**src/rtl/page_prog_pkg.sv**
```systemverilog
package page_prog_pkg;

  typedef enum logic [1:0] {
    SEQ_IDLE = 2'd0,
    SEQ_COPY = 2'd1,
    SEQ_HOLD = 2'd2
  } seq_state_e;

endpackage

```
**src/rtl/pp_page_latch.sv**
```systemverilog
module pp_page_latch #(
  parameter int ADDR_W = 13,
  parameter int PAGE_W = 5,
  parameter int DATA_W = 8
) (
  input  logic                     clk,
  input  logic                     rst_n,
  input  logic                     busy,
  input  logic                     addr_load,
  input  logic [ADDR_W-1:0]        addr_in,
  input  logic                     byte_stb,
  input  logic [DATA_W-1:0]        byte_in,
  input  logic                     wp_on,
  input  logic                     clear,
  input  logic [PAGE_W-1:0]        rd_idx,
  output logic [ADDR_W-PAGE_W-1:0] row,
  output logic                     rd_valid,
  output logic [DATA_W-1:0]        rd_data,
  output logic                     any_valid
);
  localparam int ROW_W = ADDR_W - PAGE_W;
  localparam int SLOTS = 1 << PAGE_W;

  logic [ROW_W-1:0]  row_q, row_d;
  logic [PAGE_W-1:0] ptr_q, ptr_d;
  logic [SLOTS-1:0]  mask_q, mask_d;
  logic [SLOTS-1:0]  slot_we;
  logic [DATA_W-1:0] data_q [SLOTS];
  logic              take_byte;

  // clear (abort / discard / end of cycle) outranks a new address, which outranks a byte
  assign take_byte = !busy && !clear && !addr_load && byte_stb && !wp_on;

  genvar g;
  generate
    for (g = 0; g < SLOTS; g++) begin : g_slot
      assign slot_we[g] = take_byte && (ptr_q == PAGE_W'(g));
      always_ff @(posedge clk) begin
        if (slot_we[g]) data_q[g] <= byte_in;
      end
    end
  endgenerate

  always_comb begin
    row_d  = row_q;
    ptr_d  = ptr_q;
    mask_d = mask_q;
    if (clear) begin
      mask_d = '0;
    end else if (!busy && addr_load) begin
      row_d  = addr_in[ADDR_W-1:PAGE_W];
      ptr_d  = addr_in[PAGE_W-1:0];
      mask_d = '0;
    end else if (take_byte) begin
      mask_d = mask_q | slot_we;
      ptr_d  = ptr_q + 1'b1;
    end
  end

  always_ff @(posedge clk or negedge rst_n) begin
    if (!rst_n) begin
      row_q  <= '0;
      ptr_q  <= '0;
      mask_q <= '0;
    end else begin
      row_q  <= row_d;
      ptr_q  <= ptr_d;
      mask_q <= mask_d;
    end
  end

  assign row       = row_q;
  assign rd_valid  = mask_q[rd_idx];
  assign rd_data   = data_q[rd_idx];
  assign any_valid = |mask_q;

endmodule

```
**src/rtl/pp_slot_arm.sv**
```systemverilog
module pp_slot_arm (
  input  logic clk,
  input  logic rst_n,
  input  logic busy,
  input  logic ack_done,
  input  logic bit_tick,
  input  logic byte_stb,
  input  logic addr_load,
  input  logic abort,
  input  logic stop_det,
  input  logic any_valid,
  output logic commit,
  output logic discard
);
  logic armed_q, armed_d;
  logic other_evt;

  assign other_evt = bit_tick | byte_stb | addr_load | abort | stop_det;

  always_comb begin
    armed_d = armed_q;
    if (busy)          armed_d = 1'b0;
    else if (ack_done) armed_d = 1'b1;
    else if (other_evt) armed_d = 1'b0;
  end

  always_ff @(posedge clk or negedge rst_n) begin
    if (!rst_n) armed_q <= 1'b0;
    else        armed_q <= armed_d;
  end

  assign commit  = !busy && stop_det && armed_q && any_valid;
  assign discard = !busy && (abort || (stop_det && !commit));

endmodule

```
**src/rtl/pp_sequencer.sv**
```systemverilog
module pp_sequencer
  import page_prog_pkg::*;
#(
  parameter int PAGE_W      = 5,
  parameter int PROG_CYCLES = 500000
) (
  input  logic              clk,
  input  logic              rst_n,
  input  logic              commit,
  output logic              busy,
  output logic              copying,
  output logic [PAGE_W-1:0] idx,
  output logic              done
);
  localparam int CNT_W = $clog2(PROG_CYCLES);
  localparam logic [CNT_W-1:0]  CNT_LAST = CNT_W'(PROG_CYCLES - 1);
  localparam logic [PAGE_W-1:0] IDX_LAST = '1;

  seq_state_e        state_q, state_d;
  logic [PAGE_W-1:0] idx_q, idx_d;
  logic [CNT_W-1:0]  cnt_q, cnt_d;

  always_comb begin
    state_d = state_q;
    idx_d   = idx_q;
    cnt_d   = cnt_q;
    unique case (state_q)
      SEQ_IDLE: begin
        if (commit) begin
          state_d = SEQ_COPY;
          idx_d   = '0;
          cnt_d   = '0;
        end
      end
      SEQ_COPY: begin
        idx_d = idx_q + 1'b1;
        cnt_d = cnt_q + 1'b1;
        if (idx_q == IDX_LAST) state_d = SEQ_HOLD;
      end
      SEQ_HOLD: begin
        cnt_d = cnt_q + 1'b1;
        if (cnt_q == CNT_LAST) begin
          state_d = SEQ_IDLE;
          cnt_d   = '0;
        end
      end
      default: state_d = SEQ_IDLE;
    endcase
  end

  always_ff @(posedge clk or negedge rst_n) begin
    if (!rst_n) begin
      state_q <= SEQ_IDLE;
      idx_q   <= '0;
      cnt_q   <= '0;
    end else begin
      state_q <= state_d;
      idx_q   <= idx_d;
      cnt_q   <= cnt_d;
    end
  end

  assign busy    = (state_q != SEQ_IDLE);
  assign copying = (state_q == SEQ_COPY);
  assign idx     = idx_q;
  assign done    = (state_q == SEQ_HOLD) && (cnt_q == CNT_LAST);

endmodule

```
**src/rtl/page_prog_ctrl.sv**
```systemverilog
module page_prog_ctrl #(
  parameter int ADDR_W      = 13,
  parameter int PAGE_W      = 5,
  parameter int DATA_W      = 8,
  parameter int PROG_CYCLES = 500000
) (
  input  logic              clk,
  input  logic              rst_n,
  input  logic              addr_load,
  input  logic [ADDR_W-1:0] addr_in,
  input  logic              byte_stb,
  input  logic [DATA_W-1:0] byte_in,
  input  logic              wp_on,
  input  logic              ack_done,
  input  logic              bit_tick,
  input  logic              stop_det,
  input  logic              abort,
  output logic              busy,
  output logic              mem_we,
  output logic [ADDR_W-1:0] mem_addr,
  output logic [DATA_W-1:0] mem_wdata
);
  localparam int ROW_W = ADDR_W - PAGE_W;

  logic              commit, discard, done, copying, any_valid, rd_valid;
  logic [PAGE_W-1:0] idx;
  logic [ROW_W-1:0]  row;
  logic [DATA_W-1:0] rd_data;

  pp_slot_arm u_arm (
    .clk       (clk),
    .rst_n     (rst_n),
    .busy      (busy),
    .ack_done  (ack_done),
    .bit_tick  (bit_tick),
    .byte_stb  (byte_stb),
    .addr_load (addr_load),
    .abort     (abort),
    .stop_det  (stop_det),
    .any_valid (any_valid),
    .commit    (commit),
    .discard   (discard)
  );

  pp_page_latch #(
    .ADDR_W (ADDR_W),
    .PAGE_W (PAGE_W),
    .DATA_W (DATA_W)
  ) u_latch (
    .clk       (clk),
    .rst_n     (rst_n),
    .busy      (busy),
    .addr_load (addr_load),
    .addr_in   (addr_in),
    .byte_stb  (byte_stb),
    .byte_in   (byte_in),
    .wp_on     (wp_on),
    .clear     (discard | done),
    .rd_idx    (idx),
    .row       (row),
    .rd_valid  (rd_valid),
    .rd_data   (rd_data),
    .any_valid (any_valid)
  );

  pp_sequencer #(
    .PAGE_W      (PAGE_W),
    .PROG_CYCLES (PROG_CYCLES)
  ) u_seq (
    .clk     (clk),
    .rst_n   (rst_n),
    .commit  (commit),
    .busy    (busy),
    .copying (copying),
    .idx     (idx),
    .done    (done)
  );

  assign mem_we    = copying && rd_valid;
  assign mem_addr  = {row, idx};
  assign mem_wdata = rd_data;

endmodule

```
**config.mk**
```make
export PLATFORM = sky130hd
export DESIGN_NAME = page_prog_ctrl
export DESIGN_NICKNAME = d
export VERILOG_FILES = /design/src/rtl/page_prog_pkg.sv /design/src/rtl/pp_page_latch.sv /design/src/rtl/pp_slot_arm.sv /design/src/rtl/pp_sequencer.sv /design/src/rtl/page_prog_ctrl.sv
export SDC_FILE = /design/constraint.sdc
export NUM_CORES = 1
export LEC_CHECK = 0
export ABC_CLOCK_PERIOD_IN_PS = 3250
export BUFFER_PORTS_ARGS = -buffer_cell sky130_fd_sc_hd__buf_2
export CORE_ASPECT_RATIO = 1.25
export CORE_MARGIN = 2
export CORE_UTILIZATION = 50
export CTS_CLUSTER_DIAMETER = 60
export CTS_CLUSTER_SIZE = 30
export DETAILED_ROUTE_END_ITERATION = 10
export PLACE_DENSITY = 0.67
export SYNTH_ARGS = -nofsm -noshare
export SYNTH_HDL_FRONTEND = slang
export SYNTH_SLANG_ARGS = --single-unit
```
**constraint.sdc**
```tcl
create_clock -name clk -period 3.25 [get_ports clk]
set_input_delay 0.1625 -clock clk [delete_from_list [all_inputs] [get_ports clk]]
set_output_delay 0.1625 -clock clk [all_outputs]
set_load 0.01 [all_outputs]
```
==> results of run 1 <==
cell families after synthesis:
family | share of synthesized area
XOR/XNOR | 0.000629
multiplexers | 0.161
adder cells (fa/ha/maj) | 0.0126
flip-flops | 0.681
AO/OA/AOI/OAI | 0.0516
buffers and inverters | 0.0219
AND/OR/NAND/NOR | 0.0710
cell usage in the layout (no fill, tap or decap), types with 11 or more instances in the layout:
cell type        n
mux2_2          11
a31oi_1         14
clkbuf_16       20
and3_1          13
buf_2           51
a21oi_1         21
nand3_1         13
nand2_1         29
dlygate4sd3_1   13
nor2_1          75
mux4_2          90
nor4_1          11
a221o_1         17
buf_4           51
edfxtp_1       256
inv_1           12
dfrtp_1         70
nor3_1          34
ha_1            14
worst register-to-register path: stages, from the launching register on:
cell     delay [ns]
dfrtp_1        0.46
or4b_4         0.55
nor3_4         0.29
a32o_2         0.33
a21o_1         0.29
buf_4          0.39
nor3_1         0.12
buf_4          0.20
flip-flops by register name, summed over array words and instances, names as in the netlist:
register        cells
u_latch.row         8
u_latch.mask_q     32
u_arm.armed_q       1
u_seq.idx           5
u_seq.state_q       2
u_latch.data_q    256
u_latch.ptr_q       5
u_seq.cnt_q        19
report_power, final:
group,internal (uW),switching (uW)
sequential,4520,0
combinational,24.8,76.8
clock,1240,1420
what timing repair did:
item	CTS	global route
endpoints found under the setup margin	8	0
hold endpoints to repair	63	0
buffers inserted	2	0
hold buffers	13	0
cells in the mapped netlist (all sizes together), types with 2 or more instances:
cell type,number,area share
nand4,7,0.0031
a211oi,5,0.0039
nor2,75,0.020
a22o,7,0.0044
mux2i,2,0.0014
nor2b,4,0.0018
clkbuf,17,0.0046
nand2,29,0.0078
and3,13,0.0058
a221oi,2,0.0013
a221o,17,0.012
ha,14,0.013
dfrtp,72,0.13
a31oi,15,0.0078
edfxtp,256,0.55
o22a,5,0.0031
o21ai,3,0.0011
nor4,11,0.0049
mux4,90,0.15
a21o,4,0.0022
nand4bb,2,0.0016
or3,4,0.0018
mux2,18,0.015
inv,12,0.0032
buf,31,0.014
o211ai,5,0.0027
nor3,35,0.013
nand3,13,0.0047
and2,2,0.00090
a21oi,21,0.0075
worst max path at each step:
| stage | cells after the start | from | slack (ns) | end |
|---|---|---|---|---|
| finish | 5 | u_seq.idx[0] | 0.10 | mem_wdata[0] |
| global route | 5 | u_seq.idx[0] | 0.02 | mem_wdata[0] |
| CTS | 5 | u_seq.idx[0] | 0.05 | mem_wdata[0] |
| detailed placement | 7 | u_seq.cnt_q[7] | 0.38 | u_latch.data_q[2][2] |
| global placement | 7 | u_seq.cnt_q[7] | 0.43 | u_latch.data_q[1][4] |
| floorplan | 7 | u_seq.state_q[0] | 0.46 | u_latch.data_q[12][0] |
area by class of cell:
| type | instances | area (um^2) |
|---|---|---|
| Clock buffer | 25 | 529 |
| Clock inverter | 7 | 140 |
| Fill cell | 2098 | 11800 |
| Timing Repair Buffer | 121 | 891 |
| Tap cell | 350 | 438 |
| Sequential cell | 328 | 9500 |
| Inverter | 13 | 48.8 |
| Multi-Input combinational cell | 420 | 4140 |
routing by layer:
metal | track usage | part of all wire | vias to the layer above
li1 | - | - | 3433
met1 | 0.298 | 0.40 | 4015
met2 | 0.376 | 0.51 | 272
met3 | 0.0266 | 0.065 | 45
met4 | 0.0600 | 0.025 | 0
met5 | 0 | 0 | -
through the flow:
step | hold slack [ns] | util | setup slack, ns | cells | power [uW]
after global routing | 0.0614 | 0.571 | 0.0195 | 1264 | 7520
after global placement | 0.250 | 0.540 | 0.433 | 1217 | 4700
final | 0.0412 | 0.571 | 0.102 | 1264 | 7290
after CTS | 0.0204 | 0.571 | 0.0547 | 1264 | 7360
after detailed placement | 0.248 | 0.540 | 0.383 | 1217 | 4710
after floorplan | -0.133 | - | 0.459 | 809 | 4620
==> qor.yml, run 1 <==
status: "completed"
ant_nets: 0
min_path_cells: 4
ys_seq_elements: 328
routed_wire_length_per_instance_um: 24.4
grt_max_degree: 54
clockBufferDepth: 3
cap_viol_max_count: 0
ys_types: 57
cts_resized: 0
yosysWarnings: 0
diodes: 0
synth_ff_type: "edfxtp_1"
clockRootBuffer: "clkbuf_16"
cts_buffers: 18
max_freq_mhz: 318
grt_pass1_wl_um: 48300
rows: 68
crit_type: "flop to primary output"
setup-tns-final_ns: 0
drive_gt1_frac: 0.271
globalRouteOverflowTotal: 0
worst_setup_path_end_kind: "primary output"
synth_nets: 853
start_kind: "flop"
reg2regPathDepth: 7
cpPeakStageDelay_ns: 0.68
cts_tree: "yes"
clkLatencyLatePin_ns: 0.53
via_count: 7765
fin_crit_sh: 0.969
die_h_um: 191
cellLeakagePower_uw: 0.00577
dr.pass1.iters: 8
netlist_area_um2: 13900
relSlewSlack: 0.268
path_cells: "buf_12, mux4_2, mux4_2, mux2_2, buf_2"
vias_per_cell: 6.14
critical_path.n_buffers_inverters: 2
grt_pass1_vias: 8050
syn-mean-instance-area_um2: 17.2
worstHoldStart: "addr_in[0]"
cts.sinks: 328
cp_common_cell: "mux4_2"
drt_wl_total_um: 30900
rsz0062_at_grt: "false"
required_ns: 3.09
finalCriticalPeriod_ns: 3.15
grt_usage: 0.218
htreeDepth: 1
cp_top_family: "multiplexers"
first_iter_violations: 682
arrival_ns: 2.99
gp_congestion: 0.782
rr_endpoint: "u_latch.data_q[27][1]"
clkSlewWorstSetupHoldPaths_ns: 0.10
drc: 0
final_area_um2: 15700
netlist_instances: 809
dieArea_um2: 29200
synthToLayoutAreaGrowth_pct: 12.6
power_density_nw_per_um2: 465
r2r-start: "u_seq.cnt_q[7]"
nets: 946
dp_hpwl_um: 20000
finalHoldViolations: 0
rrSetupSlack_ns: 0.35
async_flop_share: 0.220
start_util: 0.507
report.final.slew_viol_count: 0
seq_area_frac_synth: 0.681
critPathSlowestCell: "dfrtp_4"
io_pins: 53
io_buffers: 52
synth_edf_count: 256
crit_fanout: 18
core-area_um2: 27500
peakVddDrop_mv: 0.389
tightest_slew_ns: 1.09
antenna_found_initial: 0
dpl_cell_area_um2: 14800
hold_class: "input port to flop"
chipWidth_um: 153
min_to: "u_latch.ptr_q[0]"
setup_viol: 0
fin_skew_ns: 0.0351
Note: power is estimated with default switching activity, not from simulation.
==> inputs of run 2 (changes only) <==
==> constraint.sdc (replaced) <==
create_clock -name clk -period 3.25 [get_ports clk]
set_input_delay 0 -clock clk [delete_from_list [all_inputs] [get_ports clk]]
set_output_delay 0 -clock clk [all_outputs]
set_load 0.01 [all_outputs]
==> run 2 against run 1 <==
- first-iteration DRC count decreased by 2.8%
- count of clock-buffer cells in the layout decreased by 4
- clock skew decreased by 0.0056 ns
- non-clock buffer count decreased by 11
- worst setup slack improved by 0.074 ns
- highest routed layer unchanged
- routed wire length decreased by 3.7%
==> qor.yml, run 2 (same netlist as run 1, synthesis figures left out) <==
peakVddDrop_mv: 0.542  # was 0.389 mV
nFillCells: 2114  # was 2098
vias_per_cell: 6.02  # was 6.14
layout_commonest_cell: "edfxtp_1"  # unchanged
grt_max_degree: 73  # was 54
dr.pass1.iters: 6  # was 8
via_count: 7577  # was 7765
worst_setup_path_end_kind: "flop"  # was primary output
crit_fanout: 27  # was 18
drc: 0  # unchanged
first_iter_violations: 663  # was 682
combPwrFrac: 0.014  # about the same
io_buffers: 52  # unchanged
rows: 68  # unchanged
setup_slack_ns: 0.177  # was 0.102 ns
largest_register_ffs: 256  # unchanged
cp_top_family: "simple AND/OR/NAND/NOR gates"  # was multiplexers
chipWidth_um: 153  # unchanged
critPathSlowestCell: "nor3_1"  # was dfrtp_4
io_pins: 53  # unchanged
clkSlewWorstSetupHoldPaths_ns: 0.10  # about the same
hold_class: "input port to flop"  # unchanged
cap_viol_max_count: 0  # unchanged
nets: 938  # was 946
dieArea_um2: 29200  # unchanged
finalCriticalPeriod_ns: 3.07  # was 3.15 ns
grt_pass1_vias: 7972  # was 8050
die_h_um: 191  # unchanged
top_regs: "u_latch.data_q: 256 flops, u_latch.mask_q: 32 flops, u_seq.cnt_q: 19 flops"  # unchanged
gp_congestion: 0.789  # was 0.782
start_util: 0.507  # unchanged
synthToLayoutAreaGrowth_pct: 12.9  # was 12.6%
status: "completed"  # unchanged
required_ns: 3.40  # was 3.09 ns
dp.cells: 1198  # was 1217
clockBufferDepth: 3  # unchanged
pre_cts_slack_ns: 0.171  # was 0.383 ns
rsz0062_at_grt: "true"  # was false
cts.sinks: 328  # unchanged
arrival_ns: 3.22  # was 2.99 ns
final_cells: 1259  # was 1264
path_cells: "ha_1, nand4_1, nor4_1, buf_4, a32o_2, a21o_1, buf_12, nor3_1"  # was buf_12, mux4_2, mux4_2, mux2_2, buf_2
grt_pass1_wl_um: 46100  # was 48300 um
p_clk_frac: 0.391  # was 0.366
seq_area_um2: 9500  # unchanged
dp_hpwl_um: 19600  # was 20000 um
tightest_slew_ns: 1.27  # was 1.09 ns
intPower_uw: 5890  # was 5790 uW
power_uw: 7610  # was 7290 uW
diodes: 0  # unchanged
power_density_nw_per_um2: 483  # was 465 nW/um^2
final_cell_mix: "256 x edfxtp_1, 90 x mux4_2, 75 x nor2_1, 70 x dfrtp_1, 51 x buf_2"  # was 256 x edfxtp_1, 90 x mux4_2, 75 x nor2_1, 70 x dfrtp_1
p_sw_uw: 1710  # was 1500 uW
cts_buffers: 21  # was 18
multi_input_area_um2: 4160  # was 4140 um^2
drt_wl_total_um: 29700  # was 30900 um
relSlewSlack: 0.144  # was 0.268
fin_skew_ns: 0.0296  # was 0.0351 ns
core-area_um2: 27500  # unchanged
report.final.slew_viol_count: 0  # unchanged
routed_wire_length_per_instance_um: 23.6  # was 24.4 um
cpPeakStageDelay_ns: 1.02  # was 0.68 ns
setup_viol: 0  # unchanged
ant_nets: 0  # unchanged
p_seq_frac: 0.594  # was 0.620
start_kind: "flop"  # unchanged
top_register: "u_latch.data_q"  # unchanged
cts_tree: "yes"  # unchanged
cellLeakagePower_uw: 0.00574  # was 0.00577 uW
dpl_cell_area_um2: 14700  # was 14800 um^2
crit_type: "flop to flop"  # was flop to primary output
antenna_found_initial: 0  # unchanged
finalHoldViolations: 0  # unchanged
globalRouteOverflowTotal: 0  # unchanged
critical_path.n_buffers_inverters: 2  # unchanged
final_area_um2: 15700  # about the same
htreeDepth: 1  # unchanged
grt_usage: 0.205  # was 0.218
max_freq_mhz: 325  # was 318 MHz
fin_crit_sh: 0.946  # was 0.969
sw_frac_of_total: 0.225  # was 0.206
drive_gt1_frac: 0.263  # was 0.271
clkLatencyLatePin_ns: 0.54  # was 0.53 ns
setup-tns-final_ns: 0  # unchanged
clockRootBuffer: "clkbuf_16"  # unchanged
==> run 2: layer usage <==
metal,vias up,share of wire,GRT usage
li1,3423,-,-
met1,3924,0.42,0.277
met2,199,0.52,0.365
met3,31,0.050,0.0273
met4,0,0.013,0.0399
met5,-,0,0
==> run 2: worst paths after layout <==
kind	slack, ns	startpoint	end	depth (start not counted)
setup reg to reg	0.18	u_seq.cnt_q[0]	u_latch.data_q[19][1]	8
hold / removal	0.02	byte_in[4]	u_latch.data_q[24][4]	1
min in group asynchronous	0.14	rst_n	u_seq.idx[4]	2
max in group asynchronous	2.40	rst_n	u_seq.idx[1]	2
setup / recovery	0.18	u_seq.cnt_q[0]	u_latch.data_q[19][1]	8
hold reg to reg	0.49	u_latch.row[7]	u_latch.row[7]	1
==> run 2: what timing repair did <==
item	in CTS	in global routing
hold buffers	22	0
resized for setup	0	3
endpoints found under the setup margin	0	29
endpoints found under the hold margin	145	0
buffers inserted	0	1
==> run 2: power by group through the flow <==
stage | clock network, uW | logic (uW) | registers (uW)
floorplan | 0 | 1.83 | 4620
global placement | 0 | 90.4 | 4610
detailed placement | 0 | 93.4 | 4610
CTS | 3060 | 113 | 4520
global route | 3200 | 123 | 4520
finish | 2980 | 110 | 4520
==> run 2: layout make-up <==
type                    count  area share
multi-input cells         420       0.264
well taps                 350      0.0278
inverters                  13     0.00310
repair buffers            110      0.0515
clock inverters            17      0.0167
flip-flops and latches    328       0.603
clock buffers              21      0.0334
==> run 2: worst register-to-register path, delay by kind of cell (launching register included) <==
| family | cells | cell delay (ns) |
|---|---|---|
| compound gates | 2 | 0.52 |
| buf+inv | 2 | 0.33 |
| simple gates | 3 | 1.20 |
| fa+ha+maj | 1 | 0.24 |
| flops | 1 | 0.41 |
==> run 2: per-stage QoR <==
step,util,hold slack [ns]
3_3_place_gp,0.535,0.207
6_report,0.573,0.0209
5_1_grt,0.573,0.0396
4_1_cts,0.572,0.0182
2_1_floorplan,-,-0.296
3_5_place_dp,0.535,0.204
==> inputs of run 3 (changes only) <==
--- a/config.mk
+++ b/config.mk
@@ -10,6 +10,7 @@
 export CORE_ASPECT_RATIO = 1.25
 export CORE_MARGIN = 2
 export CORE_UTILIZATION = 50
+export CTS_BUF_LIST = sky130_fd_sc_hd__clkbuf_4 sky130_fd_sc_hd__clkbuf_8
 export CTS_CLUSTER_DIAMETER = 60
 export CTS_CLUSTER_SIZE = 30
 export DETAILED_ROUTE_END_ITERATION = 10
==> run 3 against run 2 <==
- clock skew rose by 0.014 ns
- register-to-register slack improved by 0.02 ns
- clock power decreased by 22%
- cell count increased by 0.64%
- core utilization shrank 0.52 points
- combinational power rose by 4%
- worst setup slack worse by 0.074 ns
- final area shrank 0.91%
- first-iteration DRC count grew 1.2%
==> qor.yml, run 3 (same netlist as run 1, synthesis figures left out) <==
status: "completed"  # unchanged
r2r-start: "u_seq.cnt_q[0]"  # unchanged
io_buffers: 52  # unchanged
cts_tree: "yes"  # unchanged
setup_viol: 0  # unchanged
top_register: "u_latch.data_q"  # unchanged
rows: 68  # unchanged
clockRootBuffer: "clkbuf_8"  # was clkbuf_16
busiest_layer: "met2"  # unchanged
layout_commonest_cell: "edfxtp_1"  # unchanged
nets: 946  # was 938
diodes: 0  # unchanged
cap_viol_max_count: 0  # unchanged
largest_register_ffs: 256  # unchanged
dieArea_um2: 29200  # unchanged
core-area_um2: 27500  # unchanged
arrival_ns: 3.15  # was 3.22 ns
first_iter_violations: 671  # was 663
gp_congestion: 0.789  # unchanged
finalHoldViolations: 0  # unchanged
drt_wl_total_um: 29700  # about the same
via_count: 7645  # was 7577
relSlewSlack: 0.166  # was 0.144
multi_input_area_um2: 4170  # was 4160 um^2
io_pins: 53  # unchanged
chipWidth_um: 153  # unchanged
final_cell_mix: "256 x edfxtp_1, 90 x mux4_2, 74 x nor2_1, 70 x dfrtp_1, 51 x buf_2"  # was 256 x edfxtp_1, 90 x mux4_2, 75 x nor2_1, 70 x dfrtp_1, 51 x buf_2
cts.sinks: 328  # unchanged
seq_area_um2: 9500  # unchanged
drc: 0  # unchanged
routed_wire_length_per_instance_um: 23.5  # was 23.6 um
report.final.slew_viol_count: 0  # unchanged
ant_nets: 0  # unchanged
grt_use_met2: 0.364  # was 0.365
power_density_nw_per_um2: 447  # was 483 nW/um^2
tightest_slew_ns: 1.24  # was 1.27 ns
use_met3: 0.0291  # was 0.0273
dr.pass1.iters: 4  # was 6
htreeDepth: 1  # unchanged
clkSlewWorstSetupHoldPaths_ns: 0.14  # was 0.10 ns
worst_setup_path_end_kind: "primary output"  # was flop
grt_max_degree: 73  # unchanged
critPathLaunch: "u_seq.idx[1]"  # was u_seq.cnt_q[0]
crit_type: "flop to primary output"  # was flop to flop
cts_buffers: 21  # unchanged
power_uw: 6970  # was 7610 uW
clockBufferDepth: 3  # unchanged
globalRouteOverflowTotal: 0  # unchanged
nFillCells: 2128  # was 2114
die_h_um: 191  # unchanged
synthToLayoutAreaGrowth_pct: 11.9  # was 12.9%
dpl_cell_area_um2: 14700  # unchanged
start_util: 0.507  # unchanged
clkLatencyLatePin_ns: 0.60  # was 0.54 ns
hold_class: "input port to asynchronous set/reset pin"  # was input port to flop
top_regs: "u_latch.data_q: 256 flops, u_latch.mask_q: 32 flops, u_seq.cnt_q: 19 flops"  # unchanged
grt_pass1_vias: 7975  # was 7972
final_area_um2: 15600  # was 15700 um^2
setup-tns-final_ns: 0  # unchanged
dp_hpwl_um: 19600  # unchanged
start_kind: "flop"  # unchanged
peakVddDrop_mv: 0.383  # was 0.542 mV
fin_crit_sh: 0.969  # was 0.946
finalCriticalPeriod_ns: 3.15  # was 3.07 ns
antenna_found_initial: 0  # unchanged
max_freq_mhz: 318  # was 325 MHz
grt_pass1_wl_um: 46200  # was 46100 um
crit_fanout: 44  # was 27
vias_per_cell: 6.03  # was 6.02
drive_gt1_frac: 0.262  # was 0.263
fin_skew_ns: 0.0434  # was 0.0296 ns
use_met1: 0.277  # about the same
grt_usage: 0.206  # was 0.205
required_ns: 3.25  # was 3.40 ns
cellLeakagePower_uw: 0.00567  # was 0.00574 uW
## run 3: cell type report
type	count	area share
Timing Repair Buffer	118	0.0571
Inverter	13	0.00313
Tap cell	350	0.0281
Sequential cell	328	0.609
Clock inverter	17	0.0168
Multi-Input combinational cell	420	0.267
Clock buffer	21	0.0185
## run 3: power breakdown
part	total [uW]	switching, uW	internal, uW
combinational	114	79.5	34.5
sequential	4520	0	4520
clock	2330	1560	770
## run 3: what timing repair did
item,CTS,global route
hold buffers,30,0
resized for setup,0,6
hold endpoints to repair,338,0
setup endpoints to repair,8,32
setup buffers,1,0
## run 3: per-stage QoR
stage / setup WS, ns / util / std cells / hold slack (ns)
6_report: 0.102 / 0.568 / 1267 / 0.0595
3_3_place_gp: 0.296 / 0.535 / 1198 / 0.207
3_5_place_dp: 0.171 / 0.535 / 1198 / 0.204
5_1_grt: -0.0105 / 0.568 / 1267 / 0.0973
2_1_floorplan: 0.459 / - / 809 / -0.296
4_1_cts: 0.0390 / 0.566 / 1267 / 0.0573
## run 3: metal layers
layer	vias to the layer above	part of all wire
met2	202	0.51
li1	3435	-
met4	0	0.015
met1	3972	0.42
met3	36	0.046
met5	-	0
## run 3: worst max-delay path: stages (launching register included)
cell	delay, ns
dfrtp_4	0.92
buf_4	0.33
mux4_2	0.33
mux4_2	0.52
mux2_2	0.30
buf_2	0.14
## run 3: path summary, 6_finish.rpt
| check | end | slack (ns) | depth (start not counted) |
|---|---|---|---|
| setup / recovery | mem_wdata[6] | 0.10 | 5 |
| hold reg to reg | u_latch.row[2] | 0.50 | 1 |
| hold / removal | u_seq.cnt_q[5] | 0.06 | 2 |
| min in group clk | u_latch.ptr_q[1] | 0.08 | 4 |
| max in group asynchronous | u_seq.idx[1] | 2.47 | 2 |
| setup reg to reg | u_latch.data_q[3][2] | 0.20 | 8 |
